## src/rtl/ocmp_pkg.sv

```systemverilog
package ocmp_pkg;
  typedef enum logic [2:0] {
    OC_OFF  = 3'd0,
    OC_SET  = 3'd1,
    OC_CLR  = 3'd2,
    OC_TGL  = 3'd3,
    OC_ONE  = 3'd4,
    OC_RUN  = 3'd5,
    OC_PWM  = 3'd6,
    OC_OFF7 = 3'd7
  } oc_mode_e;

  localparam int unsigned NUM_REFS = 3;
  localparam int unsigned REF_A    = 0;
  localparam int unsigned REF_B    = 1;
  localparam int unsigned REF_DUTY = 2;

  function automatic logic mode_is_off(oc_mode_e m);
    return (m == OC_OFF) || (m == OC_OFF7);
  endfunction
endpackage

```

## src/rtl/ocmp_regs.sv

```systemverilog
module ocmp_regs
  import ocmp_pkg::*;
#(
  parameter int unsigned W = 16
) (
  input  logic         clk_i,
  input  logic         rst_ni,
  input  logic [2:0]   mode_i,
  input  logic         mode_wr_i,
  input  logic [W-1:0] cmp_a_i,
  input  logic         cmp_a_wr_i,
  input  logic [W-1:0] cmp_b_i,
  input  logic         cmp_b_wr_i,
  input  logic         duty_ld_i,
  output oc_mode_e     mode_o,
  output logic [W-1:0] cmp_a_o,
  output logic [W-1:0] cmp_b_o,
  output logic [W-1:0] duty_o
);
  oc_mode_e     mode_q;
  logic [W-1:0] cmp_a_q, cmp_b_q, duty_q;

  always_ff @(posedge clk_i or negedge rst_ni) begin
    if (!rst_ni) begin
      mode_q  <= OC_OFF;
      cmp_a_q <= '0;
      cmp_b_q <= '0;
      duty_q  <= '0;
    end else begin
      if (mode_wr_i)  mode_q  <= oc_mode_e'(mode_i);
      if (cmp_a_wr_i) cmp_a_q <= cmp_a_i;
      if (cmp_b_wr_i) cmp_b_q <= cmp_b_i;
      // active duty has no write port: loaded only at period boundary
      if (duty_ld_i)  duty_q  <= cmp_b_q;
    end
  end

  assign mode_o  = mode_q;
  assign cmp_a_o = cmp_a_q;
  assign cmp_b_o = cmp_b_q;
  assign duty_o  = duty_q;
endmodule

```

## src/rtl/ocmp_match.sv

```systemverilog
module ocmp_match
  import ocmp_pkg::*;
#(
  parameter int unsigned W = 16,
  parameter int unsigned N = NUM_REFS
) (
  input  logic [W-1:0]        cnt_i,
  input  logic [N-1:0][W-1:0] ref_i,
  output logic [N-1:0]        hit_o
);
  for (genvar g = 0; g < N; g++) begin : g_cmp
    assign hit_o[g] = (cnt_i == ref_i[g]);
  end
endmodule

```

## src/rtl/ocmp_pin.sv

```systemverilog
module ocmp_pin
  import ocmp_pkg::*;
#(
  parameter int unsigned W = 16
) (
  input  logic                clk_i,
  input  logic                rst_ni,
  input  oc_mode_e            mode_q_i,
  input  logic [2:0]          mode_i,
  input  logic                mode_wr_i,
  input  logic                tmr_prd_i,
  input  logic [NUM_REFS-1:0] hit_i,
  input  logic [W-1:0]        next_duty_i,
  output logic                duty_ld_o,
  output logic                pin_o,
  output logic                irq_o,
  output logic                armed_o
);
  logic pin_q, pin_d, armed_q, armed_d, irq_q, irq_d;
  logic rise_ok;

  assign duty_ld_o = !mode_wr_i && (mode_q_i == OC_PWM) && tmr_prd_i;
  assign rise_ok   = armed_q || (mode_q_i == OC_RUN);

  always_comb begin
    pin_d   = pin_q;
    armed_d = armed_q;
    if (mode_wr_i) begin
      if (mode_is_off(oc_mode_e'(mode_i))) pin_d = 1'b0;
      armed_d = (oc_mode_e'(mode_i) == OC_ONE);
    end else begin
      unique case (mode_q_i)
        OC_SET: if (hit_i[REF_A]) pin_d = 1'b1;
        OC_CLR: if (hit_i[REF_A]) pin_d = 1'b0;
        OC_TGL: if (hit_i[REF_A]) pin_d = ~pin_q;
        OC_ONE, OC_RUN: begin
          if (!pin_q && hit_i[REF_A] && rise_ok) begin
            pin_d = 1'b1;
          end else if (pin_q && hit_i[REF_B]) begin
            pin_d = 1'b0;
            if (mode_q_i == OC_ONE) armed_d = 1'b0;
          end
        end
        OC_PWM: begin
          if (tmr_prd_i)           pin_d = (next_duty_i != '0);
          else if (hit_i[REF_DUTY]) pin_d = 1'b0;
        end
        default: pin_d = 1'b0;
      endcase
    end
  end

  assign irq_d = !mode_wr_i && (pin_d != pin_q);

  always_ff @(posedge clk_i or negedge rst_ni) begin
    if (!rst_ni) begin
      pin_q   <= 1'b0;
      armed_q <= 1'b0;
      irq_q   <= 1'b0;
    end else begin
      pin_q   <= pin_d;
      armed_q <= armed_d;
      irq_q   <= irq_d;
    end
  end

  assign pin_o   = pin_q;
  assign irq_o   = irq_q;
  assign armed_o = armed_q;
endmodule

```

## src/rtl/ocmp_unit.sv

```systemverilog
module ocmp_unit
  import ocmp_pkg::*;
#(
  parameter int unsigned W = 16
) (
  input  logic         clk_i,
  input  logic         rst_ni,
  input  logic [W-1:0] tmr_cnt_i,
  input  logic         tmr_prd_i,
  input  logic [2:0]   mode_i,
  input  logic         mode_wr_i,
  input  logic [W-1:0] cmp_a_i,
  input  logic         cmp_a_wr_i,
  input  logic [W-1:0] cmp_b_i,
  input  logic         cmp_b_wr_i,
  output logic         pin_o,
  output logic         irq_o
);
  oc_mode_e                   mode_q;
  logic [W-1:0]               cmp_a_q, cmp_b_q, duty_q;
  logic [NUM_REFS-1:0][W-1:0] refs;
  logic [NUM_REFS-1:0]        hits;
  logic                       duty_ld, armed_q;

  ocmp_regs #(.W(W)) regs_i (
    .clk_i      (clk_i),
    .rst_ni     (rst_ni),
    .mode_i     (mode_i),
    .mode_wr_i  (mode_wr_i),
    .cmp_a_i    (cmp_a_i),
    .cmp_a_wr_i (cmp_a_wr_i),
    .cmp_b_i    (cmp_b_i),
    .cmp_b_wr_i (cmp_b_wr_i),
    .duty_ld_i  (duty_ld),
    .mode_o     (mode_q),
    .cmp_a_o    (cmp_a_q),
    .cmp_b_o    (cmp_b_q),
    .duty_o     (duty_q)
  );

  assign refs[REF_A]    = cmp_a_q;
  assign refs[REF_B]    = cmp_b_q;
  assign refs[REF_DUTY] = duty_q;

  ocmp_match #(.W(W), .N(NUM_REFS)) match_i (
    .cnt_i (tmr_cnt_i),
    .ref_i (refs),
    .hit_o (hits)
  );

  ocmp_pin #(.W(W)) pin_i (
    .clk_i       (clk_i),
    .rst_ni      (rst_ni),
    .mode_q_i    (mode_q),
    .mode_i      (mode_i),
    .mode_wr_i   (mode_wr_i),
    .tmr_prd_i   (tmr_prd_i),
    .hit_i       (hits),
    .next_duty_i (cmp_b_q),
    .duty_ld_o   (duty_ld),
    .pin_o       (pin_o),
    .irq_o       (irq_o),
    .armed_o     (armed_q)
  );
endmodule

```

## config.mk

```make
export PLATFORM = sky130hd
export DESIGN_NAME = ocmp_unit
export DESIGN_NICKNAME = d
export VERILOG_FILES = /design/src/rtl/ocmp_pkg.sv /design/src/rtl/ocmp_regs.sv /design/src/rtl/ocmp_match.sv /design/src/rtl/ocmp_pin.sv /design/src/rtl/ocmp_unit.sv
export SDC_FILE = /design/constraint.sdc
export NUM_CORES = 1
export LEC_CHECK = 0
export CORE_MARGIN = 10
export CORE_UTILIZATION = 50
export CTS_BUF_LIST = sky130_fd_sc_hd__clkbuf_16
export CTS_CLUSTER_SIZE = 8
export DETAILED_ROUTE_END_ITERATION = 6
export GPL_ROUTABILITY_DRIVEN = 0
export PLACE_DENSITY_LB_ADDON = 0.25
export RECOVER_POWER = 25
export SYNTH_ARGS = -nofsm -noshare
export SYNTH_HDL_FRONTEND = slang
export SYNTH_HIERARCHICAL = 1
export SYNTH_SLANG_ARGS = --single-unit
export TNS_END_PERCENT = 20
```

## constraint.sdc

```tcl
create_clock -name clk_i -period 4 [get_ports clk_i]
set_input_delay 0.8 -clock clk_i [delete_from_list [all_inputs] [get_ports clk_i]]
set_output_delay 0.8 -clock clk_i [all_outputs]
set_load 0.005 [all_outputs]
```

==> results.sh <==
export IMPL_drc=0
export IMPL_netlist_instances=210
export IMPL_vdd_drop_max_mv=0.2750
export IMPL_crit_path_cell_trace="clkdlybuf4s50_1 > xnor2_1 > nand4_1 > nor4_1 > inv_1 > ha_1 > or3b_1 > a21oi_1 > a211oi_1 > o32ai_2 > mux2i_1"
export IMPL_via_per_inst=5.333
export IMPL_initial_core_util_pct=52.28
export IMPL_finalClockSkew_ns=0.005791
export IMPL_clkTransAtPathRegs_ns=0.06
export IMPL_rsz0062_at_grt="no"
export IMPL_die_w_um=96.57
export IMPL_cts_tree="done"
export IMPL_hold_class="reg2reg"
export IMPL_holdWs_ns=0.5293
export IMPL_syn_avg_cell_area_um2=13.96
export IMPL_wl_per_cell_um=18.06
export IMPL_holdPathStages=1
export IMPL_cp_max_fo=3
export IMPL_synthesis_area_um2=2932
export IMPL_cts_sinks=54
export IMPL_p_leak_nw=1.441
export IMPL_powerDensity_nw_per_um2=411.4
export IMPL_fmax_mhz=306.2
export IMPL_grt_first_pass_wirelength_mm=10.43
export IMPL_synth_top_area_share_pct=46.09
export IMPL_period_minus_slack_ns=3.266
export IMPL_tightest_slew_ns=1.595
export IMPL_hold_viol=0
export IMPL_first_global_vias=2096
export IMPL_final_util_pct=64.95
export IMPL_crit_path_max_incr_delay_ns=0.56
export IMPL_antenna_found_initial=0
export IMPL_finalWorstSetupSlack_ns=0.7345
export IMPL_synth_seq_area_share_pct=46.09
export IMPL_grt_max_degree=32
export IMPL_htreeDepth=2
export IMPL_fin_setup_tns_ns=0
export IMPL_ant_nets=0
export IMPL_end_kind="flop"
export IMPL_critPathLaunchType="input port"
export IMPL_worstRegToRegCells=10
export IMPL_ys_flop_type="dfrtp_1"
export IMPL_synth_top_cell_by_area="dfrtp_1"
export IMPL_cts_made_buffers=5
export IMPL_cts_resized=0
export IMPL_synth_top_cells_by_area="dfrtp_1 (46%), mux2_4 (15%), xnor2_1 (14%)"
export IMPL_drv_cap=1
export IMPL_cts_hold_fix_buffers=0
export IMPL_num_rows=27
export IMPL_core_area_um2=5608
export IMPL_clock_path_buffers=2
export IMPL_outcome="finished with violations"
export IMPL_die_y_um=96.57
export IMPL_drtIter0Drc=45
export IMPL_grt_ovfl_total=0
export IMPL_fp_dieArea_um2=9326
export IMPL_via_count=1824
export IMPL_cp_slowest_cell="clkdlybuf4s50_1"
export IMPL_cts_root_buffer="clkbuf_16"
export IMPL_drv_slew=32
export IMPL_syn_num_nets=270
export IMPL_slew_headroom_pct=-6.329
export IMPL_port_buffers=58
export IMPL_drive_above_1_share_pct=23.70
export IMPL_dr_pass1_iters=4
export IMPL_async_flop_share_pct=100.0
export IMPL_path_class="in2reg"
export IMPL_worstPathArrival_ns=3.48
export IMPL_violations="max-capacitance violations, max-slew violations"
export IMPL_clock_latency_ns=0.29
export IMPL_synthToLayoutAreaGrowth_pct=24.24
export IMPL_pin_count=59
export IMPL_period_share_pct=81.64
export IMPL_dp_hpwl_mm=4.776
export IMPL_pre_cts_slack_ns=0.4283
export IMPL_synth_edf_count=0
export IMPL_worst_ep_required_time_ns=4.21
export IMPL_insertedDiodeCount=0
export IMPL_finalSetupViolCount=0
export IMPL_yosysWarningCount=6
export IMPL_grt_total_usage_pct=14.47
export IMPL_ys_ff_latch=54
export IMPL_fin_nets=331
export IMPL_route_final_wire_length_mm=6.178
export IMPL_cts_setup_buffers=0
export IMPL_yosysUniqueCellTypes=32
==> report_power, final <==
part	internal [mW]	switching (mW)	total [mW]
combinational	0.251	0.116	0.366
sequential	0.647	0.0889	0.736
clock	0.223	0.173	0.396
total	1.12	0.378	1.50
==> final timing paths <==
kind	startpoint	endpoint	slack (ns)
worst max-delay path	tmr_cnt_i[10]	pin_i/irq_o	0.73
worst min-delay path	regs_i/duty_o[0]	regs_i/duty_o[0]	0.53
worst max register to register	regs_i/cmp_a_o[10]	pin_i/irq_o	1.39
worst min register to register	regs_i/duty_o[0]	regs_i/duty_o[0]	0.53
max in group asynchronous	rst_ni	regs_i/cmp_b_o[4]	1.16
min in group asynchronous	rst_ni	regs_i/cmp_a_o[13]	0.76
==> cells by family after synthesis <==
family	count (synthesis)	share of synthesized area (%)
flops	54	46.09
compound gates	8	2.134
xor+xnor	48	14.34
fa+ha+maj	3	1.281
buf+inv	8	3.457
mux	53	24.11
simple gates	36	8.579
==> critical path: cells and delay by family <==
kind / cells / cell delay, ns
AND/OR/NAND/NOR: 3 / 0.90
buffers and inverters: 2 / 0.68
AO/OA/AOI/OAI: 3 / 0.54
multiplexers: 1 / 0.22
adder cells (fa/ha/maj): 1 / 0.19
XOR/XNOR: 1 / 0.15
==> cells in the mapped netlist, types with 2 or more instances <==
cell type and number:
dfrtp_1 54, xnor2_1 48, mux2_4 30, mux2_2 21, nand4_1 13, nor4_1 5
buf_12 3, buf_6 3, ha_1 3, o21ai_0 3, inv_1 2, mux2i_1 2
nand3_1 2, nor2_1 2, nor4_2 2
==> metrics by stage <==
stage,instances,area (µm²),power [mW]
4_1_cts,342,3647,1.516
5_1_grt,342,3642,1.578
3_5_place_dp,336,3518,1.113
3_3_place_gp,336,3518,1.104
2_1_floorplan,210,2932,0.9839
6_report,342,3642,1.498
==> layout by cell type (no fill, tap or decap), drive strengths merged, types with 2 or more instances in the layout <==
master	netlist	layout
xnor2	48	48
mux2	51	51
o21ai	3	3
mux2i	2	2
or3	2	2
nor2	2	2
ha	3	3
nor4	7	7
clkbuf	0	7
nand4	13	13
nand3	2	2
clkdlybuf4s50	0	57
dfrtp	54	54
inv	2	2
==> flip-flops by register name, summed over array words and instances, names as in the netlist <==
register	count
regs_i/cmp_a_o	16
pin_i/pin_o	1
pin_i/armed_o	1
regs_i/mode_o	3
regs_i/duty_o	16
pin_i/irq_o	1
regs_i/cmp_b_o	16
==> metal layers <==
layer	vias up	part of all wire, %	track usage (%)
met5	-	0	0
met4	0	1.5	5.569
met3	9	5.3	4.086
met2	37	49	23.78
met1	906	44	17.61
li1	872	-	-
==> layout make-up <==
cell class / instances / area (µm²)
Inverter: 2 / 7.507
Tap cell: 72 / 90.09
Fill cell: 461 / 1966
Clock buffer: 5 / 125.1
Timing Repair Buffer: 60 / 585.6
Clock inverter: 1 / 3.754
Sequential cell: 54 / 1351
Multi-Input combinational cell: 148 / 1479
No activity file was read; power rests on OpenSTA's default activity.
